## src/rtl/cfg_seq_pkg.sv

```systemverilog
package cfg_seq_pkg;

  localparam int BUS_W  = 8;
  localparam int DEV_W  = 5;
  localparam int FUNC_W = 3;
  localparam int OFS_W  = 12;
  localparam int DATA_W = 32;
  localparam int STRB_W = DATA_W / 8;
  localparam int STAT_W = 12;

  localparam logic [1:0] SIZE_BYTE = 2'd0;
  localparam logic [1:0] SIZE_HALF = 2'd1;

  localparam logic [2:0] ST_OK  = 3'd0;
  localparam logic [2:0] ST_UR  = 3'd1;
  localparam logic [2:0] ST_CRS = 3'd2;

  localparam logic [DATA_W-1:0] UR_WORD  = 32'hFFFF_FFFF;
  localparam logic [DATA_W-1:0] CRS_WORD = 32'hFFFF_0001;

  typedef enum logic [1:0] {
    RSP_OK      = 2'd0,
    RSP_ERR     = 2'd1,
    RSP_TIMEOUT = 2'd2
  } rspCode_e;

  // Strobes from the sequencer into the datapath.
  typedef struct packed {
    logic capture;
    logic takeBypass;
    logic takeResult;
    logic takeTimeout;
  } seqCtl_t;

  // Right-justify the addressed bytes of a word and mask to the access size.
  function automatic logic [DATA_W-1:0] sizeExtract(
      input logic [DATA_W-1:0] word,
      input logic [1:0]        lane,
      input logic [1:0]        size);
    logic [DATA_W-1:0] shifted;
    shifted = word >> {lane, 3'b000};
    case (size)
      SIZE_BYTE: sizeExtract = {24'h0, shifted[7:0]};
      SIZE_HALF: sizeExtract = {16'h0, shifted[15:0]};
      default:   sizeExtract = shifted;
    endcase
  endfunction

endpackage

```

## src/rtl/cfg_seq_ctrl.sv

```systemverilog
module cfg_seq_ctrl
  import cfg_seq_pkg::*;
#(
  parameter int MAX_POLLS = 10,
  parameter int POLL_GAP  = 8
) (
  input  logic    clk,
  input  logic    rstN,
  input  logic    reqStart,
  input  logic    bypass,
  input  logic    pollHit,
  output logic    busy,
  output logic    rspValid,
  output logic    coreClear,
  output logic    coreLaunch,
  output seqCtl_t ctl
);

  localparam int PIDX_W = (MAX_POLLS > 1) ? $clog2(MAX_POLLS) : 1;
  localparam int GAP_W  = (POLL_GAP > 1) ? $clog2(POLL_GAP) : 1;
  localparam logic [PIDX_W-1:0] LAST_POLL = PIDX_W'(MAX_POLLS - 1);
  localparam logic [GAP_W-1:0]  GAP_LOAD  = GAP_W'(POLL_GAP - 1);

  typedef enum logic [2:0] {
    S_IDLE, S_CLEAR, S_LAUNCH, S_WAIT, S_RESP
  } seqState_e;

  seqState_e          state;
  logic [PIDX_W-1:0]  pollIdx;
  logic [GAP_W-1:0]   gapCnt;
  logic               pollNow;
  logic               lastPoll;

  assign pollNow  = (state == S_WAIT) && (gapCnt == '0);
  assign lastPoll = (pollIdx == LAST_POLL);

  always_comb begin
    ctl             = '0;
    ctl.capture     = (state == S_IDLE) && reqStart;
    ctl.takeBypass  = ctl.capture && bypass;
    ctl.takeResult  = pollNow && pollHit;
    ctl.takeTimeout = pollNow && !pollHit && lastPoll;
  end

  assign busy       = (state != S_IDLE);
  assign rspValid   = (state == S_RESP);
  assign coreClear  = (state == S_CLEAR);
  assign coreLaunch = (state == S_LAUNCH);

  always_ff @(posedge clk) begin
    if (!rstN) begin
      state   <= S_IDLE;
      pollIdx <= '0;
      gapCnt  <= '0;
    end else begin
      case (state)
        S_IDLE: begin
          if (reqStart) state <= bypass ? S_RESP : S_CLEAR;
        end
        S_CLEAR:  state <= S_LAUNCH;
        S_LAUNCH: begin
          state   <= S_WAIT;
          pollIdx <= '0;
          gapCnt  <= '0;
        end
        S_WAIT: begin
          if (gapCnt != '0) begin
            gapCnt <= gapCnt - 1'b1;
          end else if (pollHit || lastPoll) begin
            state <= S_RESP;
          end else begin
            pollIdx <= pollIdx + 1'b1;
            gapCnt  <= GAP_LOAD;
          end
        end
        S_RESP:  state <= S_IDLE;
        default: state <= S_IDLE;
      endcase
    end
  end

endmodule

```

## src/rtl/cfg_seq_dpath.sv

```systemverilog
module cfg_seq_dpath
  import cfg_seq_pkg::*;
(
  input  logic                clk,
  input  logic                rstN,
  input  seqCtl_t             ctl,
  input  logic                reqWrite,
  input  logic [BUS_W-1:0]    reqBus,
  input  logic [DEV_W-1:0]    reqDev,
  input  logic [FUNC_W-1:0]   reqFunc,
  input  logic [OFS_W-1:0]    reqOffset,
  input  logic [1:0]          reqSize,
  input  logic [DATA_W-1:0]   reqWdata,
  input  logic [BUS_W-1:0]    rootBus,
  input  logic                coreStartRb,
  input  logic                coreDone,
  input  logic [STAT_W-1:0]   coreStatus,
  input  logic [DATA_W-1:0]   coreRdata,
  output logic                bypass,
  output logic                pollHit,
  output logic [3:0]          coreType,
  output logic [DATA_W-1:0]   coreAddrLo,
  output logic [DATA_W-1:0]   coreAddrHi,
  output logic [DATA_W-1:0]   coreWdata,
  output logic [STRB_W-1:0]   coreStrb,
  output logic [1:0]          rspCode,
  output logic [DATA_W-1:0]   rspData
);

  logic                capWrite;
  logic                capType0;
  logic [BUS_W-1:0]    capBus;
  logic [DEV_W-1:0]    capDev;
  logic [FUNC_W-1:0]   capFunc;
  logic [OFS_W-1:0]    capOffset;
  logic [1:0]          capSize;
  logic [DATA_W-1:0]   capWdata;

  logic                onRoot;
  logic [2:0]          statField;
  logic                errFlag;
  logic                unusedStatBits;
  rspCode_e            resCode;
  logic [DATA_W-1:0]   resWord;
  logic [STRB_W-1:0]   sizeRun;

  assign onRoot  = (reqBus == rootBus);
  assign bypass  = onRoot && (reqDev != '0);
  assign pollHit = !coreStartRb && coreDone;

  assign statField      = coreStatus[9:7];
  assign errFlag        = coreStatus[11];
  assign unusedStatBits = ^{coreStatus[10], coreStatus[6:0]};

  always_ff @(posedge clk) begin
    if (!rstN) begin
      capWrite  <= 1'b0;
      capType0  <= 1'b1;
      capBus    <= '0;
      capDev    <= '0;
      capFunc   <= '0;
      capOffset <= '0;
      capSize   <= '0;
      capWdata  <= '0;
    end else if (ctl.capture) begin
      capWrite  <= reqWrite;
      capType0  <= onRoot;
      capBus    <= reqBus;
      capDev    <= reqDev;
      capFunc   <= reqFunc;
      capOffset <= reqOffset;
      capSize   <= reqSize;
      capWdata  <= reqWdata;
    end
  end

  // Core request fields, held from capture until the next capture.
  assign coreType   = {2'b10, capWrite, ~capType0};
  assign coreAddrLo = {4'b0000, capBus, capDev, capFunc, capOffset[OFS_W-1:2], 2'b00};
  assign coreAddrHi = '0;
  assign coreWdata  = capWdata << {capOffset[1:0], 3'b000};

  always_comb begin
    case (capSize)
      SIZE_BYTE: sizeRun = 4'b0001;
      SIZE_HALF: sizeRun = 4'b0011;
      default:   sizeRun = 4'b1111;
    endcase
  end
  assign coreStrb = sizeRun << capOffset[1:0];

  // Completion decode.
  always_comb begin
    resCode = RSP_ERR;
    resWord = '0;
    case (statField)
      ST_OK: begin
        if (!errFlag) begin
          resCode = RSP_OK;
          resWord = coreRdata;
        end
      end
      ST_UR: begin
        if (!capWrite) begin
          resCode = RSP_OK;
          resWord = UR_WORD;
        end
      end
      ST_CRS: begin
        if (!capWrite) begin
          resCode = RSP_OK;
          resWord = CRS_WORD;
        end
      end
      default: begin
        resCode = RSP_ERR;
        resWord = '0;
      end
    endcase
  end

  always_ff @(posedge clk) begin
    if (!rstN) begin
      rspCode <= RSP_OK;
      rspData <= '0;
    end else if (ctl.takeBypass) begin
      rspCode <= RSP_OK;
      rspData <= reqWrite ? '0 : sizeExtract(UR_WORD, reqOffset[1:0], reqSize);
    end else if (ctl.takeResult) begin
      rspCode <= resCode;
      rspData <= (capWrite || resCode != RSP_OK) ? '0
                 : sizeExtract(resWord, capOffset[1:0], capSize);
    end else if (ctl.takeTimeout) begin
      rspCode <= RSP_TIMEOUT;
      rspData <= '0;
    end
  end

endmodule

```

## src/rtl/cfg_req_seq.sv

```systemverilog
module cfg_req_seq
  import cfg_seq_pkg::*;
#(
  parameter int MAX_POLLS = 10,
  parameter int POLL_GAP  = 8
) (
  input  logic         clk,
  input  logic         rstN,
  input  logic         reqStart,
  input  logic         reqWrite,
  input  logic [7:0]   reqBus,
  input  logic [4:0]   reqDev,
  input  logic [2:0]   reqFunc,
  input  logic [11:0]  reqOffset,
  input  logic [1:0]   reqSize,
  input  logic [31:0]  reqWdata,
  input  logic [7:0]   rootBus,
  output logic         busy,
  output logic         rspValid,
  output logic [1:0]   rspCode,
  output logic [31:0]  rspData,
  output logic [3:0]   coreType,
  output logic [31:0]  coreAddrLo,
  output logic [31:0]  coreAddrHi,
  output logic [31:0]  coreWdata,
  output logic [3:0]   coreStrb,
  output logic         coreClear,
  output logic         coreLaunch,
  input  logic         coreStartRb,
  input  logic         coreDone,
  input  logic [11:0]  coreStatus,
  input  logic [31:0]  coreRdata
);

  seqCtl_t ctl;
  logic    bypass;
  logic    pollHit;

  cfg_seq_ctrl #(
    .MAX_POLLS (MAX_POLLS),
    .POLL_GAP  (POLL_GAP)
  ) u_ctrl (
    .clk        (clk),
    .rstN       (rstN),
    .reqStart   (reqStart),
    .bypass     (bypass),
    .pollHit    (pollHit),
    .busy       (busy),
    .rspValid   (rspValid),
    .coreClear  (coreClear),
    .coreLaunch (coreLaunch),
    .ctl        (ctl)
  );

  cfg_seq_dpath u_dpath (
    .clk         (clk),
    .rstN        (rstN),
    .ctl         (ctl),
    .reqWrite    (reqWrite),
    .reqBus      (reqBus),
    .reqDev      (reqDev),
    .reqFunc     (reqFunc),
    .reqOffset   (reqOffset),
    .reqSize     (reqSize),
    .reqWdata    (reqWdata),
    .rootBus     (rootBus),
    .coreStartRb (coreStartRb),
    .coreDone    (coreDone),
    .coreStatus  (coreStatus),
    .coreRdata   (coreRdata),
    .bypass      (bypass),
    .pollHit     (pollHit),
    .coreType    (coreType),
    .coreAddrLo  (coreAddrLo),
    .coreAddrHi  (coreAddrHi),
    .coreWdata   (coreWdata),
    .coreStrb    (coreStrb),
    .rspCode     (rspCode),
    .rspData     (rspData)
  );

endmodule

```

## config.mk

```make
export PLATFORM = sky130hd
export DESIGN_NAME = cfg_req_seq
export DESIGN_NICKNAME = d
export VERILOG_FILES = /design/src/rtl/cfg_seq_pkg.sv /design/src/rtl/cfg_seq_ctrl.sv /design/src/rtl/cfg_seq_dpath.sv /design/src/rtl/cfg_req_seq.sv
export SDC_FILE = /design/constraint.sdc
export NUM_CORES = 1
export LEC_CHECK = 0
export ABC_AREA = 0
export BUFFER_PORTS_ARGS = -buffer_cell sky130_fd_sc_hd__buf_2
export CORE_UTILIZATION = 48
export DETAILED_ROUTE_END_ITERATION = 10
export PLACE_DENSITY = 0.81
export SLEW_MARGIN = 30
export SYNTH_ARGS = -nofsm -noshare
export SYNTH_HDL_FRONTEND = slang
export SYNTH_SLANG_ARGS = --single-unit
```

## constraint.sdc

```tcl
create_clock -name clk -period 2.2 [get_ports clk]
set_clock_uncertainty 0.2 [all_clocks]
set_input_delay 0.11 -clock clk [delete_from_list [all_inputs] [get_ports clk]]
set_output_delay 0.11 -clock clk [all_outputs]
set_load 0.03 [all_outputs]
```

==> results of run 1 <==
==> area by class of cell <==
cell class / count / area share
sequential: 108 / 0.263
clock buffer: 11 / 0.0295
timing repair buffer: 321 / 0.259
inverter: 18 / 0.00866
multi-input combinational: 586 / 0.407
tap: 168 / 0.0255
clock inverter: 5 / 0.00714
==> path summary, 6_finish.rpt <==
path	from	end	slack [ps]	cells past startpoint
hold / removal	coreRdata[27]	u_dpath.rspData[27]	-6	5
hold reg to reg	u_dpath.capWdata[24]	u_dpath.capWdata[24]	250	2
setup / recovery	u_dpath.capOffset[1]	coreWdata[30]	40	5
setup reg to reg	u_ctrl.pollIdx[1]	u_dpath.rspData[20]	90	8
==> critical path: cells and delay by family (launching register included) <==
kind                   cells  cell delay [ps]
and+or+nand+nor            1               80
buffers and inverters      2              470
DFF                        1              480
AOI/OAI and AO/OA          2              460
==> through the flow <==
stage,util,cells,total power (uW)
final,0.680,1217,5400
after global routing,0.680,1217,5600
after CTS,0.672,1213,5320
after detailed placement,0.583,1120,3560
after global placement,0.583,1120,3540
after floorplan,-,816,3200
==> kinds of logic (layout without fill, tap and decap cells) <==
logic type / after synthesis / after routing
adders and majority gates: 4 / 4
other: 2 / 40
and+or+nand+nor: 282 / 282
DFF: 108 / 108
xor gates and xnor gates: 11 / 11
muxes: 33 / 33
AOI/OAI and AO/OA: 216 / 216
buffers and inverters: 122 / 355
==> flip-flops by register name, indices dropped and copies added, names as in the netlist, 2 cells and up <==
signal and cells:
u_ctrl.gapCnt 3, u_ctrl.pollIdx 4, u_ctrl.state 3, u_dpath.capBus 8, u_dpath.capDev 5, u_dpath.capFunc 3, u_dpath.capOffset 12, u_dpath.capSize 2
u_dpath.capWdata 32, u_dpath.rspCode 2, u_dpath.rspData 32
==> routing by layer <==
| layer | vias up | global-route usage | wire [um] |
|---|---|---|---|
| met1 | 3099 | 0.334 | 8030 |
| met3 | 86 | 0.0622 | 1740 |
| met4 | 0 | 0.176 | 1020 |
| li1 | 3116 | - | - |
| met5 | - | 0 | 0 |
| met2 | 425 | 0.541 | 10300 |
==> where the power goes <==
part / internal (uW) / switching (uW) / total [uW] / leakage [uW]
Sequential: 2070 / 101 / 2170 / 0.000881
Combinational: 533 / 1010 / 1540 / 0.00272
Clock: 918 / 774 / 1690 / 0.000142
Total: 3520 / 1880 / 5400 / 0.00375
==> placed cells by master, fill, tap and decap left out, types with 10 or more instances in the layout <==
cell type | netlist | routed
sky130_fd_sc_hd__a211oi_1 | 13 | 13
sky130_fd_sc_hd__a21oi_1 | 110 | 102
sky130_fd_sc_hd__and2_1 | 11 | 11
sky130_fd_sc_hd__buf_2 | 15 | 213
sky130_fd_sc_hd__buf_4 | 55 | 25
sky130_fd_sc_hd__conb_1 | 2 | 40
sky130_fd_sc_hd__dfxtp_1 | 108 | 106
sky130_fd_sc_hd__dlygate4sd3_1 | 0 | 75
sky130_fd_sc_hd__inv_1 | 17 | 15
sky130_fd_sc_hd__mux2i_1 | 31 | 31
sky130_fd_sc_hd__nand2_1 | 174 | 174
sky130_fd_sc_hd__nand3_1 | 13 | 13
sky130_fd_sc_hd__nor2_1 | 26 | 25
sky130_fd_sc_hd__nor2b_1 | 14 | 12
sky130_fd_sc_hd__o211ai_1 | 10 | 10
sky130_fd_sc_hd__o21ai_0 | 30 | 30
sky130_fd_sc_hd__o31ai_1 | 33 | 33
==> repair_timing <==
action / in CTS / in global routing
buffers inserted: 0 / 4
hold buffers: 77 / 0
endpoints found under the setup margin: 0 / 49
gates resized for setup: 0 / 20
hold endpoints to repair: 78 / 0
==> impl_results.md, run 1 <==
* Site row count at 40
* Count of input and output buffers at 213
* Horizontal extent of the die at 114 um
* Layout filler cell count at 982
* Top cell type by total area after synthesis: sky130_fd_sc_hd__dfxtp_1
* Primary flip-flop cell chosen by synthesis mapping: sky130_fd_sc_hd__dfxtp_1
* Setup repair after global routing missed its margin: no
* TNS Setup at 0 ps
* Measured slew at the worst slew-check pin at 670 ps
* Number of distinct library cells after synthesis at 53
* Power per cell area at 656 nW/um^2
* Crit Path Max Fanout at 22
* Largest stage delay on the critical path at 480 ps
* Worst hold path type: in -> reg
* Yosys top cell area share at 0.360
* Crit-path slowest cell: sky130_fd_sc_hd__dfxtp_2
* Result of the run: finished, violations left
* Startpoint Class: register
* WS Path Type: reg -> out
* Die height at 114 um
* Data required time of the worst path at 1890 ps
* Worst setup margin at 39.2 ps
* Fraction of the cycle the final worst path needs at 0.982
* Sequential Area at 2160 um^2
* Warnings from Yosys at 0
* Vias at 6726
* Share of the yosys chip area belonging to registers at 0.360
* Largest net degree at the start of global routing at 47
* Final hold vios at 1
* Worst hold margin at -5.59 ps
* Adder-Cell Fraction of Synth Area at 0.00832
* Clock tree buffer depth at 2
* Total Nets Final at 1168
* Area used by multi-input combinational logic at 3350 um^2
* Via count of the first global-routing pass at 6341
* Max-cap check violation count at 0
* Initial DRT Pass Iterations at 6
* DP Worst Slack at 107 ps
* Post-route standard cell area excluding fillers at 8230 um^2
* Nature of the critical path endpoint: output pin
* Max Clock Freq at 463 MHz
* Critical Path AT at 1850 ps
* Number of buffers inserted during clock tree synthesis at 9
* Shortest period the worst path allows at 2160 ps
* Final ANT Viol Nets at 0
* Mapped cell area at 6010 um^2
* EDFF count, synth at 0
* Area growth from synthesis to layout at 36.9%
* Leading cell type by number of instances after synthesis: sky130_fd_sc_hd__nand2_1
* Average wire per standard cell at 17.3 um
* Deepest level of the CTS H-tree at 3
* Full die area at 13000 um^2
* Critical path, cell by cell: buf_6, nor2b_1, a211oi_1, a21oi_1, buf_2
* # IOs at 262
* Detailed-route wire length at 21.1 mm
* Antenna Diode Count at 0
* Worst-Skew Late Latency at 350 ps
* Flip-flop and latch count after synthesis at 108
* Post-Synthesis Mean Instance Area at 7.73 um^2
* Largest cells by area after synthesis: sky130_fd_sc_hd__dfxtp_1 (36%), sky130_fd_sc_hd__nand2_1 (11%), sky130_fd_sc_hd__a21oi_1 (9.2%)
* Most used standard cells in the synthesized netlist: sky130_fd_sc_hd__nand2_1 (174), sky130_fd_sc_hd__a21oi_1 (110), sky130_fd_sc_hd__dfxtp_1 (108)
* Cell Area, Placed at 7070 um^2
* Violation count after the first detailed-routing iteration at 523
* Post-synthesis mux area share at 0.0566
* Clock root cell: sky130_fd_sc_hd__clkbuf_16
* Main combinational cell family by area after synthesis: simple AND/OR/NAND/NOR gates
* Share of synthesized cell area in and, or, nand and nor gates at 0.227
* Xor and xnor area share after synthesis at 0.0160
* Global Route Usage Sum at 0.304
* Maximum vdd ir drop at 0.440 mV
* Clock slew at reported path FFs at 70 ps
* Core Footprint at 12100 um^2
* Number of pins exceeding their max-slew limit in the final report at 0
* Post-synth ARST share at 0
* Initial antenna violation count at 0
* Number of design rule violations left after detail routing at 0
* Post-Syn Instances at 778
* Initial Util at 0.496
* Static power due to leakage at 0.00375 uW
* Via density per instance at 5.53
* Layout cells sized above 1 at 0.281
* Wire length of the first global-routing pass at 30.9 mm
* Final GP Congestion at 0.909
* Failing checks: negative hold slack
* Clk sink count at 108
* Post-synthesis compound-gate area fraction at 0.214
* Grt ovf at 0
* Final setup violation count at 0
* Worst slew margin relative to its limit at 0.553
* CTS tree: yes
* Detailed placement HPWL at 12.9 mm
Power figures use the tool's default switching activity.
==> run 2: changes to the inputs <==
--- a/config.mk
+++ b/config.mk
@@ -6,10 +6,10 @@
 export NUM_CORES = 1
 export LEC_CHECK = 0
 export ABC_AREA = 0
-export BUFFER_PORTS_ARGS = -buffer_cell sky130_fd_sc_hd__buf_2
-export CORE_UTILIZATION = 48
+export CORE_UTILIZATION = 50
+export CTS_CLUSTER_SIZE = 30
 export DETAILED_ROUTE_END_ITERATION = 10
-export PLACE_DENSITY = 0.81
+export DONT_BUFFER_PORTS = 1
 export SLEW_MARGIN = 30
 export SYNTH_ARGS = -nofsm -noshare
 export SYNTH_HDL_FRONTEND = slang
==> run 2 against run 1 <==
  * The flow finishes with violations (design-rule violations, negative hold slack)
  * Sequential cell count stayed put
  * Clock power is 2% higher
  * Cell count down 15%
  * Total power down 1.7%
  * Die area decreased by 3.9%
  * Largest power group unchanged
==> impl_results.md, run 2 (synthesized netlist as in run 1, its figures left out) <==
* Clk sink count at 108
* Worst hold start: coreRdata[28]
* Global Route Usage Sum at 0.291
* Clock slew at reported path FFs at 70 ps
* Slack of the worst reg-to-reg path at 90 ps
* Largest regs: u_dpath.capWdata (32), u_dpath.rspData (32), u_dpath.capOffset (12)
* Initial DRT Pass Iterations at 9
* Grt ovf at 0
* Met2 wire length at 9.39 mm
* Power per cell area at 697 nW/um^2
* Area growth from synthesis to layout at 26.6%
* Setup repair after global routing missed its margin: no
* Detailed placement HPWL at 12.3 mm
* Worst slew margin relative to its limit at 0.515
* Startpoint of the most critical register-to-register path: u_dpath.capOffset[0]
* Metal-1 WL at 6.99 mm
* Maximum vdd ir drop at 0.449 mV
* Worst-Skew Late Latency at 340 ps
* Startpoint Class: register
* WS Path Type: reg -> reg
* Via density per instance at 5.68
* Nature of the critical path endpoint: register
* Result of the run: finished, violations left
* Initial antenna violation count at 0
* Data required time of the worst path at 2230 ps
* Measured slew at the worst slew-check pin at 727 ps
* Static power due to leakage at 0.00303 uW
* Violation count after the first detailed-routing iteration at 492
* Detailed-route wire length at 18.4 mm
* Capture point of the worst reg-to-reg path: u_dpath.rspData[5]
* Leading cell type in the layout, fill and taps excluded: sky130_fd_sc_hd__nand2_1
* Clock root cell: sky130_fd_sc_hd__clkbuf_16
* Count of input and output buffers at 0
* Die height at 112 um
* Number of buffers inserted during clock tree synthesis at 9
* Number of design rule violations left after detail routing at 19
* Failing checks: design-rule violations, negative hold slack
* Critical Path AT at 2140 ps
* Site row count at 39
* Max-cap check violation count at 0
* Deepest level of the CTS H-tree at 3
* # IOs at 262
* Shortest period the worst path allows at 2110 ps
* Detailed-routed wire length on met3 at 1.62 mm
* Horizontal extent of the die at 112 um
* Leading cell types in the layout, fill and taps excluded: sky130_fd_sc_hd__nand2_1 (174), sky130_fd_sc_hd__a21oi_1 (110), sky130_fd_sc_hd__dfxtp_1 (106)
* FF-to-FF path depth at 6
* Hold worst-path end: u_dpath.rspData[20]
* WHS Path Cells at 4
* Max Clock Freq at 473 MHz
* TNS Setup at 0 ps
* Wire length of the first global-routing pass at 29.0 mm
* Via count of the first global-routing pass at 5777
* Final setup violation count at 0
* Core Footprint at 11600 um^2
* Antenna Diode Count at 0
* Total Nets Final at 1011
* Initial Util at 0.520
* Average wire per standard cell at 17.8 um
* Worst hold margin at -19.5 ps
* Fraction of the cycle the final worst path needs at 0.961
* Layout cells sized above 1 at 0.113
* Full die area at 12500 um^2
* Highest metal layer with signal wires: met4
* Clock tree buffer depth at 2
* CTS tree: yes
* Worst hold path type: in -> reg
* Post-route standard cell area excluding fillers at 7610 um^2
* Vias at 5875
* Final hold vios at 1
* Cell Area, Placed at 6210 um^2
* Final ANT Viol Nets at 0
* Largest net degree at the start of global routing at 66
* Number of pins exceeding their max-slew limit in the final report at 0
* Crit Path Max Fanout at 28
* Final GP Congestion at 0.911
==> run 2: cell types whose count changed in the layout (fill, tap and decap cells not counted), moves of 3 or more <==
cell / delta
sky130_fd_sc_hd__a21oi_1: +8
sky130_fd_sc_hd__a21oi_2: -8
sky130_fd_sc_hd__buf_12: +3
sky130_fd_sc_hd__buf_2: -213
sky130_fd_sc_hd__buf_4: +31
sky130_fd_sc_hd__dlygate4sd3_1: +26
==> run 2: routing by layer <==
layer,GRT usage,vias to the layer above
met1,0.325,2753
met2,0.529,283
met3,0.0849,31
li1,-,2808
met4,0.0919,0
met5,0,-
==> run 2: stage by stage <==
step	utilization	total power [uW]	hold slack, ps	setup slack, ps	instances
floorplan	-	3200	46.0	73.3	816
global placement	0.537	3410	3.01	165	911
detailed placement	0.537	3430	16.0	64.7	911
CTS	0.654	5320	1.98	7.01	1028
global route	0.658	5530	12.2	11.9	1034
finish	0.658	5310	-19.5	85.4	1034
==> run 2: repair_timing <==
action / CTS / global route
hold buffers: 102 / 0
endpoints found under the setup margin: 2 / 29
setup buffers: 0 / 6
gates resized for setup: 2 / 2
pin swaps: 0 / 2
endpoints found under the hold margin: 106 / 0
==> run 2: layout make-up <==
type / count / area [um^2]
fillers: 972 / 3950
flip-flops and latches: 108 / 2170
multi-input cells: 586 / 3310
clock inverters: 5 / 86.3
clock buffers: 10 / 229
repair buffers: 164 / 1570
well taps: 143 / 179
inverters: 18 / 71.3
==> run 2: worst max path at each step <==
stage / slack [ps] / from / end / cells past startpoint
finish: 90 / u_dpath.capOffset[0] / u_dpath.rspData[5] / 6
detailed placement: 60 / u_ctrl.state[1] / u_dpath.rspData[29] / 5
floorplan: 70 / u_dpath.capOffset[0] / coreWdata[24] / 6
CTS: 7 / coreStatus[7] / u_dpath.rspData[30] / 7
global placement: 170 / u_ctrl.state[1] / u_dpath.rspData[27] / 5
global route: 10 / u_ctrl.pollIdx[0] / u_dpath.rspData[26] / 7
==> run 2: report_power, final <==
part	leakage, uW	internal [uW]	total (uW)	switching (uW)
sequential	0.000881	2070	2270	201
combinational	0.00199	494	1310	814
clock	0.000153	1000	1730	729
total	0.00303	3560	5310	1740
==> run 2: critical path, cell delays in order, from the launching register on <==
cell,delay (ps)
sky130_fd_sc_hd__dfxtp_4,420
sky130_fd_sc_hd__buf_12,220
sky130_fd_sc_hd__mux2i_1,240
sky130_fd_sc_hd__dlygate4sd3_1,590
sky130_fd_sc_hd__o21ai_0,90
sky130_fd_sc_hd__o211ai_1,130
sky130_fd_sc_hd__a21oi_1,80
==> run 3: changes to the inputs <==
--- a/config.mk
+++ b/config.mk
@@ -6,10 +6,12 @@
 export NUM_CORES = 1
 export LEC_CHECK = 0
 export ABC_AREA = 0
+export CORE_MARGIN = 1.5
 export CORE_UTILIZATION = 50
 export CTS_CLUSTER_SIZE = 30
 export DETAILED_ROUTE_END_ITERATION = 10
 export DONT_BUFFER_PORTS = 1
+export PLACE_DENSITY = 0.72
 export SLEW_MARGIN = 30
 export SYNTH_ARGS = -nofsm -noshare
 export SYNTH_HDL_FRONTEND = slang
==> run 3 against run 2 <==
  * The run ends with negative hold slack left
  * Sequential cell count did not move
  * Worst setup slack got worse by 29 ps
  * Via count up 2.4%
  * Wire length is 6.2% higher
  * Die area grew 1.8%
  * Critical path depth fell by 2
  * Core utilization is 0.50 points lower
  * Fmax decreased by 1.4%
  * Cell count is essentially flat
  * Critical path type is now reg -> out
  * Highest routed layer unchanged
==> impl_results.md, run 3 (synthesized netlist as in run 1, its figures left out) <==
* Clock root cell: sky130_fd_sc_hd__clkbuf_16
* Slack of the worst reg-to-reg path at 140 ps
* Initial Util at 0.520
* Combinational cell fraction of total power at 0.247
* Power after layout at 5270 uW
* Family of cells with the greatest summed delay on the critical path: buffers and inverters
* Number of pins exceeding their max-slew limit in the final report at 0
* Max Clock Freq at 466 MHz
* Post-CTS setup-driven buffer insertion count at 0
* Clock network fraction of design power at 0.321
* Cell Area, Placed at 6210 um^2
* Area growth from synthesis to layout at 25.7%
* Static power due to leakage at 0.00301 uW
* Final ANT Viol Nets at 0
* Core Footprint at 11600 um^2
* Clock slew at reported path FFs at 70 ps
* Number of buffers inserted during clock tree synthesis at 9
* Clock tree buffer depth at 2
* Largest net degree at the start of global routing at 63
* Largest regs: u_dpath.capWdata (32), u_dpath.rspData (32), u_dpath.capOffset (12)
* # IOs at 262
* Via density per instance at 5.82
* Site row count at 39
* Clk sink count at 108
* Core occupancy in the finished layout at 0.653
* Layout cells sized above 1 at 0.117
* Violation count after the first detailed-routing iteration at 487
* Number of buffers and inverters on the critical path at 2
* Net switching power at 1810 uW
* Leading cell type in the layout, fill and taps excluded: sky130_fd_sc_hd__nand2_1
* Worst slew margin relative to its limit at 0.495
* Fraction of the cycle the final worst path needs at 0.975
* Worst hold start: reqOffset[0]
* Final Non-Filler Cells at 1033
* Wire length of the first global-routing pass at 30.1 mm
* Worst-Skew Late Latency at 350 ps
* Largest stage delay on the critical path at 500 ps
* Most frequent cell on the critical path: sky130_fd_sc_hd__buf_4
* FF-to-FF path depth at 8
* Measured slew at the worst slew-check pin at 757 ps
* WHS Path Cells at 3
* Int Power at 3460 uW
* Average wire per standard cell at 18.9 um
* Critical Path AT at 1830 ps
* Nature of the critical path endpoint: output pin
* Max-cap check violation count at 0
* Final hold vios at 8
* Detailed-route wire length at 19.5 mm
* Startpoint Class: register
* Sequential group share of total power at 0.432
* Setup repair after global routing missed its margin: yes
* Antenna Diode Count at 0
* Initial DRT Pass Iterations at 5
* Post-route standard cell area excluding fillers at 7560 um^2
* Result of the run: finished, violations left
* Horizontal extent of the die at 113 um
* Power per cell area at 697 nW/um^2
* Switching share of power at 0.344
* Grt ovf at 0
* Count of input and output buffers at 0
* CTS tree: yes
* Capture point of the worst reg-to-reg path: u_dpath.rspData[15]
* Detailed placement HPWL at 12.8 mm
* Total instance count after detailed placement at 916
* Total Nets Final at 1009
* Die height at 113 um
* WS Path Type: reg -> out
* Initial antenna violation count at 0
* Failing checks: negative hold slack
* Deepest level of the CTS H-tree at 3
* Full die area at 12700 um^2
* Vias at 6015
* Final setup violation count at 0
* TNS Setup at 0 ps
* Worst hold margin at -26.7 ps
* Leading cell types in the layout, fill and taps excluded: sky130_fd_sc_hd__nand2_1 (174), sky130_fd_sc_hd__a21oi_1 (110), sky130_fd_sc_hd__dfxtp_1 (106)
* Maximum vdd ir drop at 0.476 mV
* Startpoint of the most critical register-to-register path: u_ctrl.gapCnt[0]
* Critical path, cell by cell: buf_4, mux2i_1, nor2_1, buf_4
* Global Route Usage Sum at 0.299
* Worst hold path type: in -> reg
* Number of design rule violations left after detail routing at 0
* Data required time of the worst path at 1890 ps
* Crit Path Max Fanout at 37
* Hold worst-path end: u_dpath.rspData[28]
* Final GP Congestion at 0.928
* Via count of the first global-routing pass at 5861
* Crit-path slowest cell: sky130_fd_sc_hd__dfxtp_2
* Shortest period the worst path allows at 2140 ps
==> run 3: cell types whose count changed in the layout (fill, tap and decap cells not counted), sizes merged <==
cell,change
buf,-1
bufinv,-1
dlygate4sd3,-1
inv,+2
==> run 3: final cells by class <==
type | count | area [um^2]
clock buffers | 10 | 229
clock inverters | 6 | 80.1
fillers | 931 | 4010
inverters | 18 | 71.3
multi-input cells | 586 | 3310
flip-flops and latches | 108 | 2160
well taps | 143 | 179
repair buffers | 162 | 1520
==> run 3: power groups by stage <==
| stage | clock, uW | sequential, uW | combinational (uW) |
|---|---|---|---|
| detailed placement | 0 | 2310 | 1110 |
| CTS | 1710 | 2270 | 1270 |
| finish | 1690 | 2270 | 1300 |
| global placement | 0 | 2310 | 1090 |
| global route | 1790 | 2290 | 1400 |
| floorplan | 0 | 2240 | 959 |
==> run 3: routing by layer <==
layer	global-route usage	vias to the layer above	wire, um
met4	0.159	0	888
met2	0.508	359	9430
met1	0.341	2782	7290
li1	-	2809	-
met3	0.0859	65	1900
met5	0	-	0
==> run 3: worst register-to-register path, stage by stage (launching register included) <==
cell and delay [ps]:
sky130_fd_sc_hd__dfxtp_1 310, sky130_fd_sc_hd__inv_1 90, sky130_fd_sc_hd__ha_1 180, sky130_fd_sc_hd__nor2b_1 190, sky130_fd_sc_hd__nand3_1 270, sky130_fd_sc_hd__nor3_2 290
sky130_fd_sc_hd__buf_4 200, sky130_fd_sc_hd__nand3_1 90, sky130_fd_sc_hd__a21oi_1 180
==> run 3: worst max path at each step <==
stage | cells after the start | end | slack (ps) | start
detailed placement | 7 | u_dpath.rspData[29] | 110 | u_ctrl.pollIdx[0]
finish | 4 | coreWdata[11] | 60 | u_dpath.capOffset[0]
global placement | 7 | u_dpath.rspData[11] | 190 | u_ctrl.pollIdx[0]
CTS | 4 | coreWdata[6] | 70 | u_dpath.capOffset[0]
global route | 3 | coreStrb[3] | -10 | u_dpath.capOffset[0]
floorplan | 6 | coreWdata[24] | 70 | u_dpath.capOffset[0]
==> run 3: repair_timing <==
item / CTS / global route
endpoints found under the setup margin: 0 / 41
resized for setup: 0 / 6
hold buffers: 101 / 0
hold endpoints to repair: 106 / 0
==> run 3: metrics by stage <==
stage | hold slack [ps] | setup WS [ps]
after floorplan | 46.0 | 73.3
after global placement | 3.25 | 193
after detailed placement | 8.37 | 108
after CTS | 1.59 | 66.3
after global routing | 2.77 | -13.2
final | -26.7 | 56.0
